<file path="src/rtl/pinbank_pkg.sv">
package pinbank_pkg;

  localparam int PINS_PER_PORT = 8;
  localparam int MAX_PORTS     = 7;
  localparam int PORT_STRIDE   = 48;
  localparam int BUS_W         = 32;
  localparam int MODE_W        = 2 * PINS_PER_PORT;

  localparam int OFF_CTRL = 0;
  localparam int OFF_IN   = 4;
  localparam int OFF_OUT  = 8;
  localparam int OFF_MODE = 12;
  localparam int OFF_PULL = 16;

  typedef enum logic [1:0] {
    PM_INPUT     = 2'b00,
    PM_PUSHPULL  = 2'b01,
    PM_OPENDRAIN = 2'b10,
    PM_OPENSRC   = 2'b11
  } pin_mode_e;

  typedef struct packed {
    logic drive;
    logic level;
  } pad_drv_t;

  function automatic pad_drv_t pad_drive(input pin_mode_e m, input logic d);
    pad_drv_t r;
    unique case (m)
      PM_INPUT:     begin r.drive = 1'b0; r.level = 1'b0; end
      PM_PUSHPULL:  begin r.drive = 1'b1; r.level = d;    end
      PM_OPENDRAIN: begin r.drive = ~d;   r.level = 1'b0; end
      PM_OPENSRC:   begin r.drive = d;    r.level = 1'b1; end
      default:      begin r.drive = 1'b0; r.level = 1'b0; end
    endcase
    return r;
  endfunction

endpackage

</file>
<file path="src/rtl/pinbank_rst_sync.sv">
module pinbank_rst_sync (
  input  logic clk,
  input  logic rst_n_async,
  output logic rst_n_sync
);

  logic stage_q;
  logic out_q;

  always_ff @(posedge clk or negedge rst_n_async) begin
    if (!rst_n_async) begin
      stage_q <= 1'b0;
      out_q   <= 1'b0;
    end else begin
      stage_q <= 1'b1;
      out_q   <= stage_q;
    end
  end

  assign rst_n_sync = out_q;

endmodule

</file>
<file path="src/rtl/pinbank_sync.sv">
module pinbank_sync #(
  parameter int WIDTH = 8
) (
  input  logic             clk,
  input  logic             rst_n,
  input  logic [WIDTH-1:0] din,
  output logic [WIDTH-1:0] dout
);

  logic [WIDTH-1:0] meta_q, stab_q;
  logic [WIDTH-1:0] meta_d, stab_d;

  always_comb begin
    meta_d = din;
    stab_d = meta_q;
  end

  always_ff @(posedge clk or negedge rst_n) begin
    if (!rst_n) begin
      meta_q <= '0;
      stab_q <= '0;
    end else begin
      meta_q <= meta_d;
      stab_q <= stab_d;
    end
  end

  assign dout = stab_q;

  // edges seen since reset, saturating at 2, so the latency check never reaches into reset
  logic [1:0] warm_q;
  always_ff @(posedge clk or negedge rst_n) begin
    if (!rst_n)              warm_q <= 2'd0;
    else if (warm_q != 2'd2) warm_q <= warm_q + 2'd1;
  end

  AST_SYNC_TWO_EDGES: assert property (@(posedge clk) disable iff (!rst_n)
    (warm_q == 2'd2) |-> (dout == $past(din, 2)));

endmodule

</file>
<file path="src/rtl/pinbank_ctrl.sv">
module pinbank_ctrl
  import pinbank_pkg::*;
#(
  parameter int         NPORTS  = 7,
  parameter logic [6:0] VERSION = 7'h2A,
  parameter int         ADDR_W  = 12
) (
  input  logic              clk,
  input  logic              rst_n,
  input  logic [ADDR_W-1:0] addr,
  input  logic              wr_en,
  input  logic [BUS_W-1:0]  wdata,
  output logic [BUS_W-1:0]  rdata,
  output logic              claim,
  output logic              clk_req
);

  localparam logic [ADDR_W-1:0] CTRL_A   = ADDR_W'(OFF_CTRL);
  localparam logic [6:0]        CORES_RO = 7'(NPORTS);

  logic       sel;
  logic       bits_we;
  logic [1:0] bits_q, bits_d;

  assign sel     = (addr == CTRL_A);
  assign bits_we = wr_en & sel;
  assign claim   = sel;

  always_comb begin
    bits_d = bits_q;
    if (bits_we) bits_d = wdata[1:0];
  end

  always_ff @(posedge clk or negedge rst_n) begin
    if (!rst_n)       bits_q <= 2'b00;
    else if (bits_we) bits_q <= bits_d;
  end

  always_comb begin
    rdata = '0;
    if (sel) rdata[15:0] = {CORES_RO, VERSION, bits_q};
  end

  assign clk_req = bits_q[0];

  AST_CTRL_WRITE_LANDS: assert property (@(posedge clk) disable iff (!rst_n)
    $past(bits_we & rst_n) |-> (bits_q == $past(wdata[1:0])));

  AST_CTRL_HOLDS_WITHOUT_WRITE: assert property (@(posedge clk) disable iff (!rst_n)
    (!$past(bits_we) && $past(rst_n)) |-> $stable(clk_req));

endmodule

</file>
<file path="src/rtl/pinbank_port.sv">
module pinbank_port
  import pinbank_pkg::*;
#(
  parameter int PORT_IDX = 0,
  parameter int ADDR_W   = 12
) (
  input  logic                     clk,
  input  logic                     rst_n,
  input  logic [ADDR_W-1:0]        addr,
  input  logic                     wr_en,
  input  logic [BUS_W-1:0]         wdata,
  input  logic [PINS_PER_PORT-1:0] pins_sync,
  output logic [BUS_W-1:0]         rdata,
  output logic                     claim,
  output logic [PINS_PER_PORT-1:0] pad_out,
  output logic [PINS_PER_PORT-1:0] pad_oe,
  output logic [PINS_PER_PORT-1:0] pad_pu
);

  localparam logic [ADDR_W-1:0] BASE_A  = ADDR_W'(PORT_IDX * PORT_STRIDE);
  localparam logic [ADDR_W-1:0] LIMIT_A = ADDR_W'((PORT_IDX + 1) * PORT_STRIDE);
  localparam logic [ADDR_W-1:0] IN_A    = ADDR_W'(OFF_IN);
  localparam logic [ADDR_W-1:0] OUT_A   = ADDR_W'(OFF_OUT);
  localparam logic [ADDR_W-1:0] MODE_A  = ADDR_W'(OFF_MODE);
  localparam logic [ADDR_W-1:0] PULL_A  = ADDR_W'(OFF_PULL);

  // window decode
  logic              in_window;
  logic [ADDR_W-1:0] local_off;
  logic              sel_in, sel_out, sel_mode, sel_pull;

  assign in_window = (addr >= BASE_A) && (addr < LIMIT_A);
  assign local_off = addr - BASE_A;
  assign sel_in    = in_window && (local_off == IN_A);
  assign sel_out   = in_window && (local_off == OUT_A);
  assign sel_mode  = in_window && (local_off == MODE_A);
  assign sel_pull  = in_window && (local_off == PULL_A);
  assign claim     = sel_in | sel_out | sel_mode | sel_pull;

  // clock enables
  logic out_we, mode_we, pull_we;
  assign out_we  = wr_en & sel_out;
  assign mode_we = wr_en & sel_mode;
  assign pull_we = wr_en & sel_pull;

  // storage
  logic [PINS_PER_PORT-1:0] out_q,  out_d;
  logic [MODE_W-1:0]        mode_q, mode_d;
  logic [PINS_PER_PORT-1:0] pull_q, pull_d;

  always_comb begin
    out_d  = out_q;
    mode_d = mode_q;
    pull_d = pull_q;
    if (out_we)  out_d  = wdata[PINS_PER_PORT-1:0];
    if (mode_we) mode_d = wdata[MODE_W-1:0];
    if (pull_we) pull_d = wdata[PINS_PER_PORT-1:0];
  end

  always_ff @(posedge clk or negedge rst_n) begin
    if (!rst_n)      out_q <= '0;
    else if (out_we) out_q <= out_d;
  end

  always_ff @(posedge clk or negedge rst_n) begin
    if (!rst_n)       mode_q <= '0;
    else if (mode_we) mode_q <= mode_d;
  end

  always_ff @(posedge clk or negedge rst_n) begin
    if (!rst_n)       pull_q <= '0;
    else if (pull_we) pull_q <= pull_d;
  end

  // read mux
  always_comb begin
    rdata = '0;
    unique case (1'b1)
      sel_in:   rdata[PINS_PER_PORT-1:0] = pins_sync;
      sel_out:  rdata[PINS_PER_PORT-1:0] = out_q;
      sel_mode: rdata[MODE_W-1:0]        = mode_q;
      sel_pull: rdata[PINS_PER_PORT-1:0] = pull_q;
      default:  rdata = '0;
    endcase
  end

  assign pad_pu = ~pull_q;

  // per-pin drive
  for (genvar i = 0; i < PINS_PER_PORT; i++) begin : g_pin
    pin_mode_e pmode;
    pad_drv_t  drv;

    assign pmode      = pin_mode_e'(mode_q[2*i +: 2]);
    assign drv        = pad_drive(pmode, out_q[i]);
    assign pad_oe[i]  = drv.drive;
    assign pad_out[i] = drv.level;

    AST_INPUT_NEVER_DRIVES: assert property (@(posedge clk) disable iff (!rst_n)
      (pmode == PM_INPUT) |-> !pad_oe[i]);

    AST_OPEN_DRAIN_LOW_ONLY: assert property (@(posedge clk) disable iff (!rst_n)
      (pmode == PM_OPENDRAIN && pad_oe[i]) |-> !pad_out[i]);

    AST_OPEN_SOURCE_HIGH_ONLY: assert property (@(posedge clk) disable iff (!rst_n)
      (pmode == PM_OPENSRC && pad_oe[i]) |-> pad_out[i]);
  end

  AST_OUT_WRITE_LANDS: assert property (@(posedge clk) disable iff (!rst_n)
    $past(out_we & rst_n) |-> (out_q == $past(wdata[PINS_PER_PORT-1:0])));

  AST_PULL_WRITE_LANDS: assert property (@(posedge clk) disable iff (!rst_n)
    $past(pull_we & rst_n) |-> (pad_pu == ~$past(wdata[PINS_PER_PORT-1:0])));

endmodule

</file>
<file path="src/rtl/pinbank_gpio.sv">
module pinbank_gpio
  import pinbank_pkg::*;
#(
  parameter int         NPORTS  = 7,
  parameter logic [6:0] VERSION = 7'h2A,
  parameter int         ADDR_W  = 12
) (
  input  logic                            clk,
  input  logic                            rst_n,
  input  logic [ADDR_W-1:0]               bus_addr,
  input  logic                            bus_wr,
  input  logic [31:0]                     bus_wdata,
  output logic [31:0]                     bus_rdata,
  input  logic [NPORTS*PINS_PER_PORT-1:0] pad_in,
  output logic [NPORTS*PINS_PER_PORT-1:0] pad_out,
  output logic [NPORTS*PINS_PER_PORT-1:0] pad_oe,
  output logic [NPORTS*PINS_PER_PORT-1:0] pad_pu,
  output logic                            clk_req
);

  localparam int NPINS = NPORTS * PINS_PER_PORT;

  logic             rst_sync_n;
  logic [NPINS-1:0] pins_sync;
  logic [BUS_W-1:0] ctrl_rd;
  logic             ctrl_claim;
  logic [BUS_W-1:0] port_rd [NPORTS];
  logic [NPORTS-1:0] port_claim;

  pinbank_rst_sync u_rst (
    .clk         (clk),
    .rst_n_async (rst_n),
    .rst_n_sync  (rst_sync_n)
  );

  pinbank_sync #(.WIDTH(NPINS)) u_insync (
    .clk   (clk),
    .rst_n (rst_sync_n),
    .din   (pad_in),
    .dout  (pins_sync)
  );

  pinbank_ctrl #(
    .NPORTS  (NPORTS),
    .VERSION (VERSION),
    .ADDR_W  (ADDR_W)
  ) u_ctrl (
    .clk     (clk),
    .rst_n   (rst_sync_n),
    .addr    (bus_addr),
    .wr_en   (bus_wr),
    .wdata   (bus_wdata),
    .rdata   (ctrl_rd),
    .claim   (ctrl_claim),
    .clk_req (clk_req)
  );

  for (genvar p = 0; p < NPORTS; p++) begin : g_port
    pinbank_port #(
      .PORT_IDX (p),
      .ADDR_W   (ADDR_W)
    ) u_port (
      .clk       (clk),
      .rst_n     (rst_sync_n),
      .addr      (bus_addr),
      .wr_en     (bus_wr),
      .wdata     (bus_wdata),
      .pins_sync (pins_sync[p*PINS_PER_PORT +: PINS_PER_PORT]),
      .rdata     (port_rd[p]),
      .claim     (port_claim[p]),
      .pad_out   (pad_out[p*PINS_PER_PORT +: PINS_PER_PORT]),
      .pad_oe    (pad_oe[p*PINS_PER_PORT +: PINS_PER_PORT]),
      .pad_pu    (pad_pu[p*PINS_PER_PORT +: PINS_PER_PORT])
    );
  end

  always_comb begin
    bus_rdata = ctrl_rd;
    for (int p = 0; p < NPORTS; p++) bus_rdata = bus_rdata | port_rd[p];
  end

  AST_WINDOWS_DISJOINT: assert property (@(posedge clk) disable iff (!rst_sync_n)
    $onehot0({ctrl_claim, port_claim}));

  AST_UNCLAIMED_READS_ZERO: assert property (@(posedge clk) disable iff (!rst_sync_n)
    !(ctrl_claim | (|port_claim)) |-> (bus_rdata == '0));

endmodule

</file>
<file path="config.mk">
export PLATFORM = sky130hd
export DESIGN_NAME = pinbank_gpio
export DESIGN_NICKNAME = d
export VERILOG_FILES = /design/src/rtl/pinbank_pkg.sv /design/src/rtl/pinbank_rst_sync.sv /design/src/rtl/pinbank_sync.sv /design/src/rtl/pinbank_ctrl.sv /design/src/rtl/pinbank_port.sv /design/src/rtl/pinbank_gpio.sv
export SDC_FILE = /design/constraint.sdc
export NUM_CORES = 1
export LEC_CHECK = 0
export ABC_AREA = 1
export CORE_UTILIZATION = 40
export DETAILED_ROUTE_END_ITERATION = 12
export PLACE_DENSITY = 0.64
export SLEW_MARGIN = 20
export SYNTH_ARGS = -nofsm -noshare
export SYNTH_HDL_FRONTEND = slang
export SYNTH_HIERARCHICAL = 1
export SYNTH_SLANG_ARGS = --single-unit
</file>
<file path="constraint.sdc">
create_clock -name clk -period 13.7 [get_ports clk]
set_clock_uncertainty 0.2 [all_clocks]
set_input_delay 2.055 -clock clk [delete_from_list [all_inputs] [get_ports clk]]
set_output_delay 2.055 -clock clk [all_outputs]
set_load 0.01 [all_outputs]
</file>
==> flow_metrics.py <==
metrics = {
    "clock_tree": {
        "cts_tree": "done",
        "clk_pin_slew_ps": 60,
        "cts_made_buffers": 42,
        "post-cts-setup-buffers": 0,
        "cts-htree-levels": 2,
        "cts_resized": 0,
        "clkLatencyLatePin_ps": 560,
        "cts_root_buf": "clkbuf_16",
        "hold_buffers": 0,
        "clock_path_buffers": 3,
        "clock_sinks": 340,
    },
    "floorplan": {
        "start_util": 0.408,
        "io_pins": 304,
        "die_h_um": 229,
        "fp.coreArea_mm2": 0.0504,
        "rows": 82,
        "fp.dieW_um": 229,
        "die-area_mm2": 0.0523,
    },
    "timing": {
        "maxSlewHeadroom": 0.300,
        "hold_viol_final": 0,
        "drv_slew": 0,
        "worst_pin_slew_ps": 1050,
        "fin_setup_tns_ps": 0,
        "setup_viol": 0,
        "fmax_mhz": 128,
        "timing.final.crit_share": 0.568,
        "finalCriticalPeriod_ps": 7790,
        "worst_slack_ps": 5910,
        "rsz0062_at_grt": "no",
    },
    "finish": {
        "layout-drive-gt1-share": 0.0858,
        "nets": 3184,
        "area_growth_syn_to_layout_pct": 20.4,
        "multiInputGateArea_mm2": 0.00835,
        "regArea_mm2": 0.00851,
        "design_area_mm2": 0.0248,
        "fillers": 4871,
    },
    "detailed_routing": {
        "drtPass1Iterations": 6,
        "routed_via_density": 4.76,
        "vias": 18030,
        "postRouteAntennaNets": 0,
        "dr.first_iter.drc_count": 1709,
        "route.detailed.drc": 0,
        "wirelength_um": 64200,
        "wl_per_cell_um": 17.0,
    },
    "placement": {
        "placed_area_mm2": 0.0232,
        "gp_congestion": 0.887,
        "pre_cts_slack_ps": 5990,
        "port-buffer-count": 271,
        "dp_hpwl_um": 45700,
    },
    "power": {
        "irDropWorstVdd_mv": 0.0754,
        "power_leakage_nw": 12.1,
        "p_seq_frac": 0.426,
        "p_sw_uw": 574,
        "powerDensity_mw_per_mm2": 98.0,
        "p_clk_frac": 0.509,
        "p_sw_frac": 0.237,
        "p_comb_frac": 0.065,
        "power.internal_mw": 1.85,
    },
    "worst_setup_path": {
        "critPathLaunchType": "input pin",
        "crit_required_ps": 11440,
        "crit_arrival_ps": 5530,
        "cp_max_fo": 21,
        "cp-startpoint": "bus_addr[5]",
        "critPathCaptureType": "output pin",
        "r2r-start": "u_rst/rst_n_sync",
        "path_class": "input pin to output pin",
    },
    "synthesis": {
        "postSynthAreaPerCell_um2": 7.28,
        "yosysWarnings": 6,
        "syn_inst": 2822,
        "syn-cell-area_mm2": 0.0206,
    },
    "grt": {
        "grt_overflow": 0,
        "grt_pass1_wl_um": 97600,
        "antenna_found_initial": 2,
        "grt_pass1_vias": 17191,
        "grt_max_degree": 171,
        "grt_use_total": 0.245,
    },
    "outcome": {
        "status": "finished, final reports clean",
    },
    "hold_path": {
        "hold_class": "flop to asynchronous set/reset pin",
    },
    "flow_run": {
        "max_cap_viol_count": 0,
    },
}
layout by cell type, fill, tap and decap left out, types with 3 or more instances in the layout:
master and count:
conb_1 137, nand3_2 11, nand4_4 4, clkinv_2 7, nand2_1 665, nor2_2 22
clkbuf_16 43, nor3_4 4, dfrtp_1 339, nand3_4 7, clkbuf_8 10, nand2_4 4
o21ai_2 49, inv_1 686, nor2_4 15, o21ai_1 85, buf_4 19, a21oi_1 75
nor3_2 3, o21ai_0 80, a21oi_2 8, nand2_2 20, bufinv_16 8, nor2_1 196
xor2_1 14, o2bb2ai_1 24, nor2_8 8, clkbuf_1 3, clkdlybuf4s50_1 270, inv_2 14
nand4_1 78, o22ai_1 18, nand3_1 164
final cells by class:
type | instances | share of cell area
Clock inverter | 20 | 0.0129
Multi-Input combinational cell | 1703 | 0.337
Inverter | 701 | 0.106
Timing Repair Buffer | 291 | 0.116
Antenna cell | 1 | 0.000101
Sequential cell | 340 | 0.344
Tap cell | 672 | 0.0340
Clock buffer | 56 | 0.0495
worst max-delay path, stage by stage:
cell	delay (ps)
clkdlybuf4s50_1	460
buf_4	330
inv_2	90
ha_1	220
nand2_1	90
nand3_1	190
nor3_2	660
nand2_1	400
nor2_1	190
inv_1	60
nand2_1	60
nor2_1	60
nand2_1	60
clkdlybuf4s50_1	600
final timing paths:
check                                             end  slack (ps)  cells past startpoint
min in group clk                    u_insync/dout[46]         140                      0
max                                     bus_rdata[14]        5910                     14
min reg2reg                g_port[3].u_port/pull_q[1]         100                      0
min                        g_port[3].u_port/pull_q[1]         100                      0
max reg2reg                g_port[0].u_port/pull_q[4]       11080                      2
max in group asynchronous  g_port[0].u_port/pull_q[4]       11080                      2
registers in the layout, summed over array words and instances (netlist names):
register and cells:
g_port.u_port/mode_q 112, g_port.u_port/out_q 56, g_port.u_port/pull_q 56, u_ctrl/bits_q 2, u_insync/dout 56, u_insync/meta_q 56
u_rst/rst_n_sync 1, u_rst/stage_q 1
power by group through the flow:
stage | clock [mW] | sequential (mW) | combinational [mW]
after floorplan | 0 | 1.06 | 0.0887
after global placement | 0 | 1.05 | 0.152
after detailed placement | 0 | 1.05 | 0.155
after CTS | 1.26 | 1.03 | 0.155
after global routing | 1.30 | 1.03 | 0.174
final | 1.23 | 1.03 | 0.157
layer usage:
layer,share of wire,up-vias,GRT usage
li1,-,8783,-
met1,0.42,8469,0.313
met2,0.47,630,0.401
met3,0.063,148,0.0448
met4,0.046,0,0.112
met5,0,-,0
metrics by stage:
stage / total power, mW / instances / utilization / hold slack [ps]
global route: 2.51 / 3784 / 0.491 / 149
finish: 2.43 / 3784 / 0.491 / 101
CTS: 2.45 / 3783 / 0.491 / 128
floorplan: 1.15 / 2950 / - / 131
global placement: 1.20 / 3707 / 0.461 / 120
detailed placement: 1.21 / 3707 / 0.461 / 123
(Power assumes the default switching activity.)
